### src/rtl/strobe_fifo_pkg.sv
package strobe_fifo_pkg;
  localparam int DEF_DEPTH  = 64;
  localparam int DEF_WIDTH  = 5;
  localparam int DEF_STAGES = 2;
endpackage

### src/rtl/sfifo_sync.sv
module sfifo_sync #(
  parameter int N      = 2,
  parameter int STAGES = 2
) (
  input  logic         clk,
  input  logic         rst,
  input  logic [N-1:0] async_i,
  output logic [N-1:0] lvl_o
);
  for (genvar g = 0; g < N; g++) begin : g_bit
    logic [STAGES-1:0] chain;
    always_ff @(posedge clk) begin
      if (rst) chain <= '0;
      else     chain <= {chain[STAGES-2:0], async_i[g]};
    end
    assign lvl_o[g] = chain[STAGES-1];
  end
endmodule

### src/rtl/sfifo_store.sv
module sfifo_store #(
  parameter int DEPTH = 64,
  parameter int WIDTH = 5,
  localparam int AW = $clog2(DEPTH),
  localparam int CW = $clog2(DEPTH + 1)
) (
  input  logic             clk,
  input  logic             rst,
  input  logic             wr_en,
  input  logic [WIDTH-1:0] wr_data,
  input  logic             rd_en,
  output logic [WIDTH-1:0] rd_data,
  output logic [CW-1:0]    cnt
);
  logic [WIDTH-1:0] mem [DEPTH];
  logic [AW-1:0]    wp, rp;

  function automatic logic [AW-1:0] step(input logic [AW-1:0] p);
    return (p == AW'(DEPTH - 1)) ? '0 : p + 1'b1;
  endfunction

  always_ff @(posedge clk) begin
    if (wr_en) mem[wp] <= wr_data;
  end

  always_ff @(posedge clk) begin
    if (rst) begin
      wp  <= '0;
      rp  <= '0;
      cnt <= '0;
    end else begin
      if (wr_en) wp <= step(wp);
      if (rd_en) rp <= step(rp);
      case ({wr_en, rd_en})
        2'b10:   cnt <= cnt + 1'b1;
        2'b01:   cnt <= cnt - 1'b1;
        default: cnt <= cnt;
      endcase
    end
  end

  assign rd_data = mem[rp];
endmodule

### src/rtl/sfifo_wr_ctrl.sv
module sfifo_wr_ctrl (
  input  logic clk,
  input  logic rst,
  input  logic si_lvl,
  input  logic full,
  output logic in_rdy,
  output logic wr_fire
);
  logic busy;

  assign in_rdy  = !full && !busy;
  assign wr_fire = si_lvl && in_rdy;

  always_ff @(posedge clk) begin
    if (rst)          busy <= 1'b0;
    else if (wr_fire) busy <= 1'b1;
    else if (!si_lvl) busy <= 1'b0;
  end
endmodule

### src/rtl/sfifo_rd_ctrl.sv
module sfifo_rd_ctrl #(
  parameter int WIDTH = 5
) (
  input  logic             clk,
  input  logic             rst,
  input  logic             so_lvl,
  input  logic             have_word,
  input  logic [WIDTH-1:0] head,
  output logic             pop,
  output logic             take,
  output logic             so_rise,
  output logic             out_rdy,
  output logic [WIDTH-1:0] dout
);
  logic so_prev, wait_fall;

  assign so_rise = so_lvl && !so_prev;
  assign take    = so_rise && out_rdy;
  assign pop     = !out_rdy && !wait_fall && have_word;

  always_ff @(posedge clk) begin
    if (rst) begin
      so_prev   <= 1'b0;
      wait_fall <= 1'b0;
      out_rdy   <= 1'b0;
      dout      <= '0;
    end else begin
      so_prev <= so_lvl;
      if (take) begin
        out_rdy   <= 1'b0;
        wait_fall <= 1'b1;
      end else if (wait_fall) begin
        if (!so_lvl) wait_fall <= 1'b0;
      end else if (pop) begin
        dout    <= head;
        out_rdy <= 1'b1;
      end
    end
  end
endmodule

### src/rtl/strobe_fifo.sv
module strobe_fifo #(
  parameter int DEPTH       = strobe_fifo_pkg::DEF_DEPTH,
  parameter int WIDTH       = strobe_fifo_pkg::DEF_WIDTH,
  parameter int SYNC_STAGES = strobe_fifo_pkg::DEF_STAGES
) (
  input  logic             clk,
  input  logic             rst,
  input  logic             shin,
  input  logic [WIDTH-1:0] din,
  output logic             in_rdy,
  input  logic             shout,
  output logic             out_rdy,
  output logic [WIDTH-1:0] dout
);
  localparam int CW = $clog2(DEPTH + 1);

  logic [1:0]       lvl;
  logic             wr_fire, pop, take, so_rise, full;
  logic [WIDTH-1:0] head;
  logic [CW-1:0]    mem_cnt, occ;

  sfifo_sync #(.N(2), .STAGES(SYNC_STAGES)) u_sync (
    .clk(clk), .rst(rst), .async_i({shout, shin}), .lvl_o(lvl)
  );

  assign occ  = mem_cnt + CW'(out_rdy);
  assign full = (occ == CW'(DEPTH));

  sfifo_wr_ctrl u_wr (
    .clk(clk), .rst(rst), .si_lvl(lvl[0]), .full(full),
    .in_rdy(in_rdy), .wr_fire(wr_fire)
  );

  sfifo_store #(.DEPTH(DEPTH), .WIDTH(WIDTH)) u_store (
    .clk(clk), .rst(rst), .wr_en(wr_fire), .wr_data(din),
    .rd_en(pop), .rd_data(head), .cnt(mem_cnt)
  );

  sfifo_rd_ctrl #(.WIDTH(WIDTH)) u_rd (
    .clk(clk), .rst(rst), .so_lvl(lvl[1]), .have_word(mem_cnt != '0),
    .head(head), .pop(pop), .take(take), .so_rise(so_rise),
    .out_rdy(out_rdy), .dout(dout)
  );
endmodule

### config.mk
export PLATFORM = sky130hd
export DESIGN_NAME = strobe_fifo
export DESIGN_NICKNAME = d
export VERILOG_FILES = /design/src/rtl/strobe_fifo_pkg.sv /design/src/rtl/sfifo_sync.sv /design/src/rtl/sfifo_store.sv /design/src/rtl/sfifo_wr_ctrl.sv /design/src/rtl/sfifo_rd_ctrl.sv /design/src/rtl/strobe_fifo.sv
export SDC_FILE = /design/constraint.sdc
export NUM_CORES = 1
export LEC_CHECK = 0
export BUFFER_PORTS_ARGS = -buffer_cell sky130_fd_sc_hd__buf_4
export CORE_ASPECT_RATIO = 2
export CORE_MARGIN = 4
export CORE_UTILIZATION = 65
export CTS_BUF_LIST = sky130_fd_sc_hd__clkbuf_8
export CTS_CLUSTER_DIAMETER = 40
export CTS_CLUSTER_SIZE = 25
export DETAILED_ROUTE_END_ITERATION = 16
export PLACE_DENSITY = 0.79
export SYNTH_ARGS = -nofsm -noshare
export SYNTH_HDL_FRONTEND = slang
export SYNTH_SLANG_ARGS = --single-unit
### constraint.sdc
create_clock -name clk -period 10.4 [get_ports clk]
set_clock_uncertainty 0.1 [all_clocks]
set_input_delay 2.08 -clock clk [delete_from_list [all_inputs] [get_ports clk]]
set_output_delay 2.08 -clock clk [all_outputs]
set_load 0.005 [all_outputs]
==> impl_metrics.toml, run 1 <==
[route]
drc = 0
vias = 7563
wl_um = 29900
ant_nets = 0
routedWlPerCell_um = 26.7
drtPass1Iterations = 5
vias_per_cell = 6.75
drt_iter0_markers = 839

[cts]
clockBufferDepth = 3
cts-hold-fix-buffers = 0
cts_root_buf = "clkbuf_8"
htree_levels = 1
cts.repair.resized = 0
path_clk_slew_ns = 0.11
post_cts_buffers = 0
clock_latency_ns = 0.58
cts_tree = "yes"
cts_made_buffers = 24
cts_sinks = 352

[hold_path]
min_path_cells = 1
hold_start = "u_sync.g_bit[0].chain[0]$_SDFF_PP0_"
hp-class = "flip-flop to flip-flop"
whs_endpoint = "u_sync.g_bit[0].chain[1]$_SDFF_PP0_"

[sta]
rsz0062_at_grt = "false"
final.period_utilization_pct = 42.2
drv_slew = 0
finalSetupViolations = 0
slew_headroom_pct = 32.5
fin_hold_ws_ns = 0.360
tightest_slew_ns = 1.01
hold_viol_final = 0
min_period_ns = 4.39
tns_ns = 0
fmax_mhz = 228

[pwr]
ir_worst_vdd_mv = 0.172
cellPowerDensity_nw_per_um2 = 205
p_leak_nw = 4.68

[layout]
final_util_pct = 69.9
drive_above_1_share_pct = 17.5
insertedDiodeCount = 0
n_fill_cell = 1394
nets = 850
final_area_um2 = 15200
instances_no_fill = 1120
syn2layout_area_growth_pct = 5.17

[global_route]
grt_overflow = 0
grt_pass1_wl_um = 46300
antenna_found_initial = 0
grt_pass1_vias = 7893
grt_util_all_layers_pct = 25.1
grt_start_max_net_pins = 70

[critical_path]
crit_fanout = 5
crit_buf_inv = 1
r2r-start = "u_store.cnt[0]$_SDFFE_PP0P_"
crit_top_cell = "ha_1"
slowest_delay_ns = 0.45
cp.required_ns = 8.22
arrival_ns = 2.21
critPathLaunchType = "flip-flop"
reg2reg_to = "u_store.cnt[6]$_SDFFE_PP0P_"
crit_path_end_kind = "output port"
crit_chain = "ha_1, ha_1, or2_2, nor3_1, nor2_1, buf_4"
path_delay_family = "simple AND/OR/NAND/NOR gates"
critPathKind = "flip-flop to output port"
reg2reg_depth = 12
cp_slowest_cell = "dfxtp_1"
r2r_setup_slack_ns = 6.41

[die]
fp-row-count = 76
die_area_um2 = 24800
initial_core_util_pct = 66.5
core-area_um2 = 21700
io_pins = 16
chipHeight_um = 219
die_w_um = 113

[logic_synthesis]
syn_avg_cell_area_um2 = 17.3
synth_area_um2 = 14400
synth_ff_type = "edfxtp_1"
synth_edf_count = 320
yosysWarnings = 0
ys_ff_latch = 352
syn-instance-count = 832
synth_nets = 852
yosysSeqAreaShare_pct = 71.1
yosysUniqueCellTypes = 57
async_flop_share_pct = 0

[placement]
placedCellCount = 1077
dp_hpwl_um = 19500
io_buffers = 15
dpl-instance-area_um2 = 14500
gp_congestion = 0.982

[status]
run_status = "completed"

[flow_run]
cap_violations = 0
[cells in the mapped netlist (3+ instances only)]
cell | n | area (µm²)
inv_1 | 10 | 37.5
a21oi_1 | 16 | 80.1
a211oi_1 | 13 | 97.6
o21ai_0 | 7 | 35.0
clkbuf_1 | 10 | 37.5
buf_2 | 14 | 70.1
nor4_1 | 6 | 37.5
nand2b_1 | 3 | 18.8
or2_2 | 5 | 31.3
o22ai_1 | 13 | 81.3
nand3b_1 | 6 | 45.0
nor3_1 | 8 | 40.0
buf_4 | 4 | 30.0
mux2_2 | 26 | 293
edfxtp_1 | 320 | 9610
mux4_1 | 9 | 236
nand3_1 | 15 | 75.1
buf_6 | 4 | 45.0
mux4_2 | 45 | 1010
dfxtp_1 | 32 | 641
buf_12 | 6 | 120
o221ai_1 | 5 | 43.8
a31oi_1 | 4 | 25.0
xnor2_1 | 6 | 52.6
a2111oi_0 | 7 | 61.3
or3b_2 | 3 | 26.3
a22o_1 | 6 | 52.6
nor2_1 | 93 | 349
xor2_1 | 4 | 35.0
a211o_1 | 5 | 43.8
nor2b_1 | 14 | 87.6
mux2i_1 | 40 | 400
or3_1 | 7 | 43.8
o21bai_1 | 3 | 22.5
nand2_1 | 16 | 60.1
nand4_1 | 4 | 25.0
ha_1 | 10 | 125
buf_1 | 6 | 22.5
and2b_1 | 4 | 30.0
[per-stage QoR]
stage          total power, mW  setup slack (ns)
3_3_place_gp              2.31              6.62
2_1_floorplan             2.21              6.85
5_1_grt                   3.25              5.83
3_5_place_dp              2.34              6.46
6_report                  3.11              6.01
4_1_cts                   3.13              5.96
[worst max path at each step]
| stage | from | end | slack, ns | depth (start not counted) |
|---|---|---|---|---|
| 2_1_floorplan | u_store.cnt[0]$_SDFFE_PP0P_ | in_rdy | 6.85 | 5 |
| 3_3_place_gp | u_store.cnt[0]$_SDFFE_PP0P_ | in_rdy | 6.62 | 6 |
| 3_5_place_dp | u_store.cnt[0]$_SDFFE_PP0P_ | u_store.cnt[6]$_SDFFE_PP0P_ | 6.46 | 12 |
| 4_1_cts | u_store.cnt[0]$_SDFFE_PP0P_ | in_rdy | 5.96 | 6 |
| 5_1_grt | u_store.cnt[0]$_SDFFE_PP0P_ | in_rdy | 5.83 | 6 |
| 6_report | u_store.cnt[0]$_SDFFE_PP0P_ | in_rdy | 6.01 | 6 |
[final cells by class]
cell class              count  area (µm²)  area share, %
inverters                  11        41.3          0.272
clock inverters            18         272           1.79
flip-flops and latches    352       10300           67.6
clock buffers              25         344           2.27
repair buffers             19         143          0.941
multi-input cells         422        3770           24.8
well taps                 273         342           2.25
[registers in the layout, summed over array words and instances (netlist names)]
signal,cells
u_store.wp,6
u_store.cnt,7
u_rd.wait_fall,1
u_rd.so_prev,1
u_store.rp,6
u_wr.busy,1
u_sync.g_bit.chain,4
u_store.mem,320
u_rd.dout,5
u_rd.out_rdy,1
[power breakdown]
part | leakage [nW] | switching [mW] | total, mW | internal (mW)
Sequential | 3.14 | 0.0515 | 1.62 | 1.57
Combinational | 1.23 | 0.369 | 0.692 | 0.322
Clock | 0.309 | 0.467 | 0.799 | 0.332
[cell usage in the layout, fill, tap and decap left out, drive strengths merged, types with 15 or more instances in the layout]
cell	n
edfxtp	320
nor2	93
mux4	54
mux2i	40
dfxtp	32
mux2	26
clkbuf	25
buf	19
inv	18
nand2	16
a21oi	16
nand3	15
a211oi	15
[cells by family after synthesis]
family	after synthesis	share of synthesized area, %
flops	352	71.1
simple gates	188	6.30
mux	120	13.5
compound gates	93	4.73
buf+inv	58	2.79
fa+ha+maj	11	1.01
xor+xnor	10	0.607
[metal layers]
layer	vias up	part of all wire, %	global-route usage [%]	wire length, µm
met5	-	0	0	0
met1	3786	34	29.4	10100
met3	120	6.1	3.16	1810
met4	0	7.3	15.2	2180
met2	367	53	43.8	15900
li1	3290	-	-	-
Power figures use the tool's default switching activity.
==> run 2, diff against run 1 <==
--- a/config.mk
+++ b/config.mk
@@ -8,12 +8,12 @@
 export BUFFER_PORTS_ARGS = -buffer_cell sky130_fd_sc_hd__buf_4
 export CORE_ASPECT_RATIO = 2
 export CORE_MARGIN = 4
-export CORE_UTILIZATION = 65
+export CORE_UTILIZATION = 59
 export CTS_BUF_LIST = sky130_fd_sc_hd__clkbuf_8
 export CTS_CLUSTER_DIAMETER = 40
 export CTS_CLUSTER_SIZE = 25
 export DETAILED_ROUTE_END_ITERATION = 16
-export PLACE_DENSITY = 0.79
+export PLACE_DENSITY = 0.75
 export SYNTH_ARGS = -nofsm -noshare
 export SYNTH_HDL_FRONTEND = slang
 export SYNTH_SLANG_ARGS = --single-unit
==> constraint.sdc (replaced) <==
create_clock -name clk -period 3.8 [get_ports clk]
set_clock_uncertainty 0.1 [all_clocks]
set_input_delay 0.76 -clock clk [delete_from_list [all_inputs] [get_ports clk]]
set_output_delay 0.76 -clock clk [all_outputs]
set_load 0.005 [all_outputs]
==> impl_metrics.toml, run 2 (synthesized netlist as in run 1, its figures left out) <==
[die]
chipHeight_um = 229
io_pins = 16
die_w_um = 119
initial_core_util_pct = 60.3
die_area_um2 = 27200
core-area_um2 = 23900
fp-row-count = 80

[route]
ant_nets = 0
vias_per_cell = 6.54
wl_met1_um = 10500
routedWlPerCell_um = 26.5
drtPass1Iterations = 5
wl_um = 30100
drt_iter0_markers = 797
dr.max_layer_used = "met4"
met2WireLength_um = 16800
route.met3.wl_um = 1370
drc = 0
vias = 7433

[sta]
tightest_slew_ns = 0.839
final.period_utilization_pct = 96.4
hold_viol_final = 0
tns_ns = 0
drv_slew = 0
fin_hold_ws_ns = 0.302
min_period_ns = 3.66
slew_headroom_pct = 44.0
finalSetupViolations = 0
rsz0062_at_grt = "false"
fmax_mhz = 273

[cts]
clockBufferDepth = 3
cts_sinks = 352
path_clk_slew_ns = 0.12
cts_tree = "yes"
htree_levels = 1
cts-hold-fix-buffers = 0
cts_made_buffers = 20
cts_root_buf = "clkbuf_8"
clock_latency_ns = 0.58

[layout]
final_util_pct = 63.0
registers.top_by_ff_count = "u_store.mem"
reg_top3 = "u_store.mem: 320 flops, u_store.cnt: 7 flops"
insertedDiodeCount = 0
drive_above_1_share_pct = 17.5
instances_no_fill = 1137
final_common_cell = "edfxtp_1"
final_cell_mix = "edfxtp_1, nor2_1, mux4_2"
largest_reg_flops = 320
nets = 858
syn2layout_area_growth_pct = 4.62

[status]
run_status = "completed"

[hold_path]
hp-class = "input port to flip-flop"

[pwr]
ir_worst_vdd_mv = 0.260
cellPowerDensity_nw_per_um2 = 540
combPwrFrac_pct = 23.6
power_frac_seq_pct = 55.2
p_leak_nw = 4.64
p_sw_share_pct = 28.8
p_sw_mw = 2.34
intPower_mw = 5.79
pwr-share-clk_pct = 21.2
finalPower_mw = 8.14

[critical_path]
crit_chain = "ha_1, ha_1, or2_2, o311a_1, inv_2, ha_2, ha_1, a21oi_1, o21bai_1, a2111o_1, o211ai_1, mux2_2"
arrival_ns = 4.04
path_delay_family = "compound AO/OA/AOI/OAI gates"
cp_slowest_cell = "dfxtp_1"
crit_top_cell = "ha_1"
critPathKind = "flip-flop to flip-flop"
cp.required_ns = 4.17
critPathLaunchType = "flip-flop"
crit_buf_inv = 1
crit_path_end_kind = "flip-flop"
crit_fanout = 8
slowest_delay_ns = 0.47

[global_route]
antenna_found_initial = 0
grt_pass1_vias = 7685
grt_util_all_layers_pct = 22.6
grt_overflow = 0
grt_start_max_net_pins = 65
grt_pass1_wl_um = 46500

[placement]
gp_congestion = 0.947
io_buffers = 15
dp_hpwl_um = 20100
placedCellCount = 1103

[flow_run]
cap_violations = 0
-- run 2: layer usage --
layer | vias to the layer above | global-route usage (%)
met4 | 0 | 9.83
li1 | 3297 | -
met1 | 3793 | 26.3
met5 | - | 0
met3 | 73 | 2.07
met2 | 270 | 42.0
-- run 2: repair_timing --
item | in CTS | in global routing
resized for setup | 0 | 1
setup endpoints to repair | 0 | 1
buffers inserted | 0 | 0
-- run 2: path summary, 6_finish.rpt --
check,from,to,slack (ns),cells past startpoint
max,u_store.cnt[0]$_SDFFE_PP0P_,u_store.cnt[6]$_SDFFE_PP0P_,0.14,12
min,shout,u_sync.g_bit[1].chain[0]$_SDFF_PP0_,0.30,2
max reg2reg,u_store.cnt[0]$_SDFFE_PP0P_,u_store.cnt[6]$_SDFFE_PP0P_,0.14,12
min reg2reg,u_sync.g_bit[0].chain[0]$_SDFF_PP0_,u_sync.g_bit[0].chain[1]$_SDFF_PP0_,0.36,1
-- run 2: cell type report --
type / instances / area [µm²]
clock buffer: 21 / 289
tap: 287 / 359
multi-input combinational: 422 / 3770
sequential: 352 / 10300
inverter: 11 / 41.3
timing repair buffer: 31 / 270
fill: 1699 / 8840
clock inverter: 13 / 98.8
-- run 2: through the flow --
step	cell area, µm²	setup slack [ns]
finish	15100	0.135
detailed placement	14700	0.0907
global route	15100	0.0150
CTS	15100	0.0365
floorplan	14400	0.279
global placement	14700	0.295
-- run 2: power by group through the flow --
stage | registers, mW | clock network [mW] | logic (mW)
after floorplan | 4.42 | 0 | 1.62
after global placement | 4.57 | 0 | 1.83
after detailed placement | 4.58 | 0 | 1.90
after CTS | 4.49 | 1.75 | 1.92
after global routing | 4.51 | 1.90 | 2.06
final | 4.49 | 1.72 | 1.92
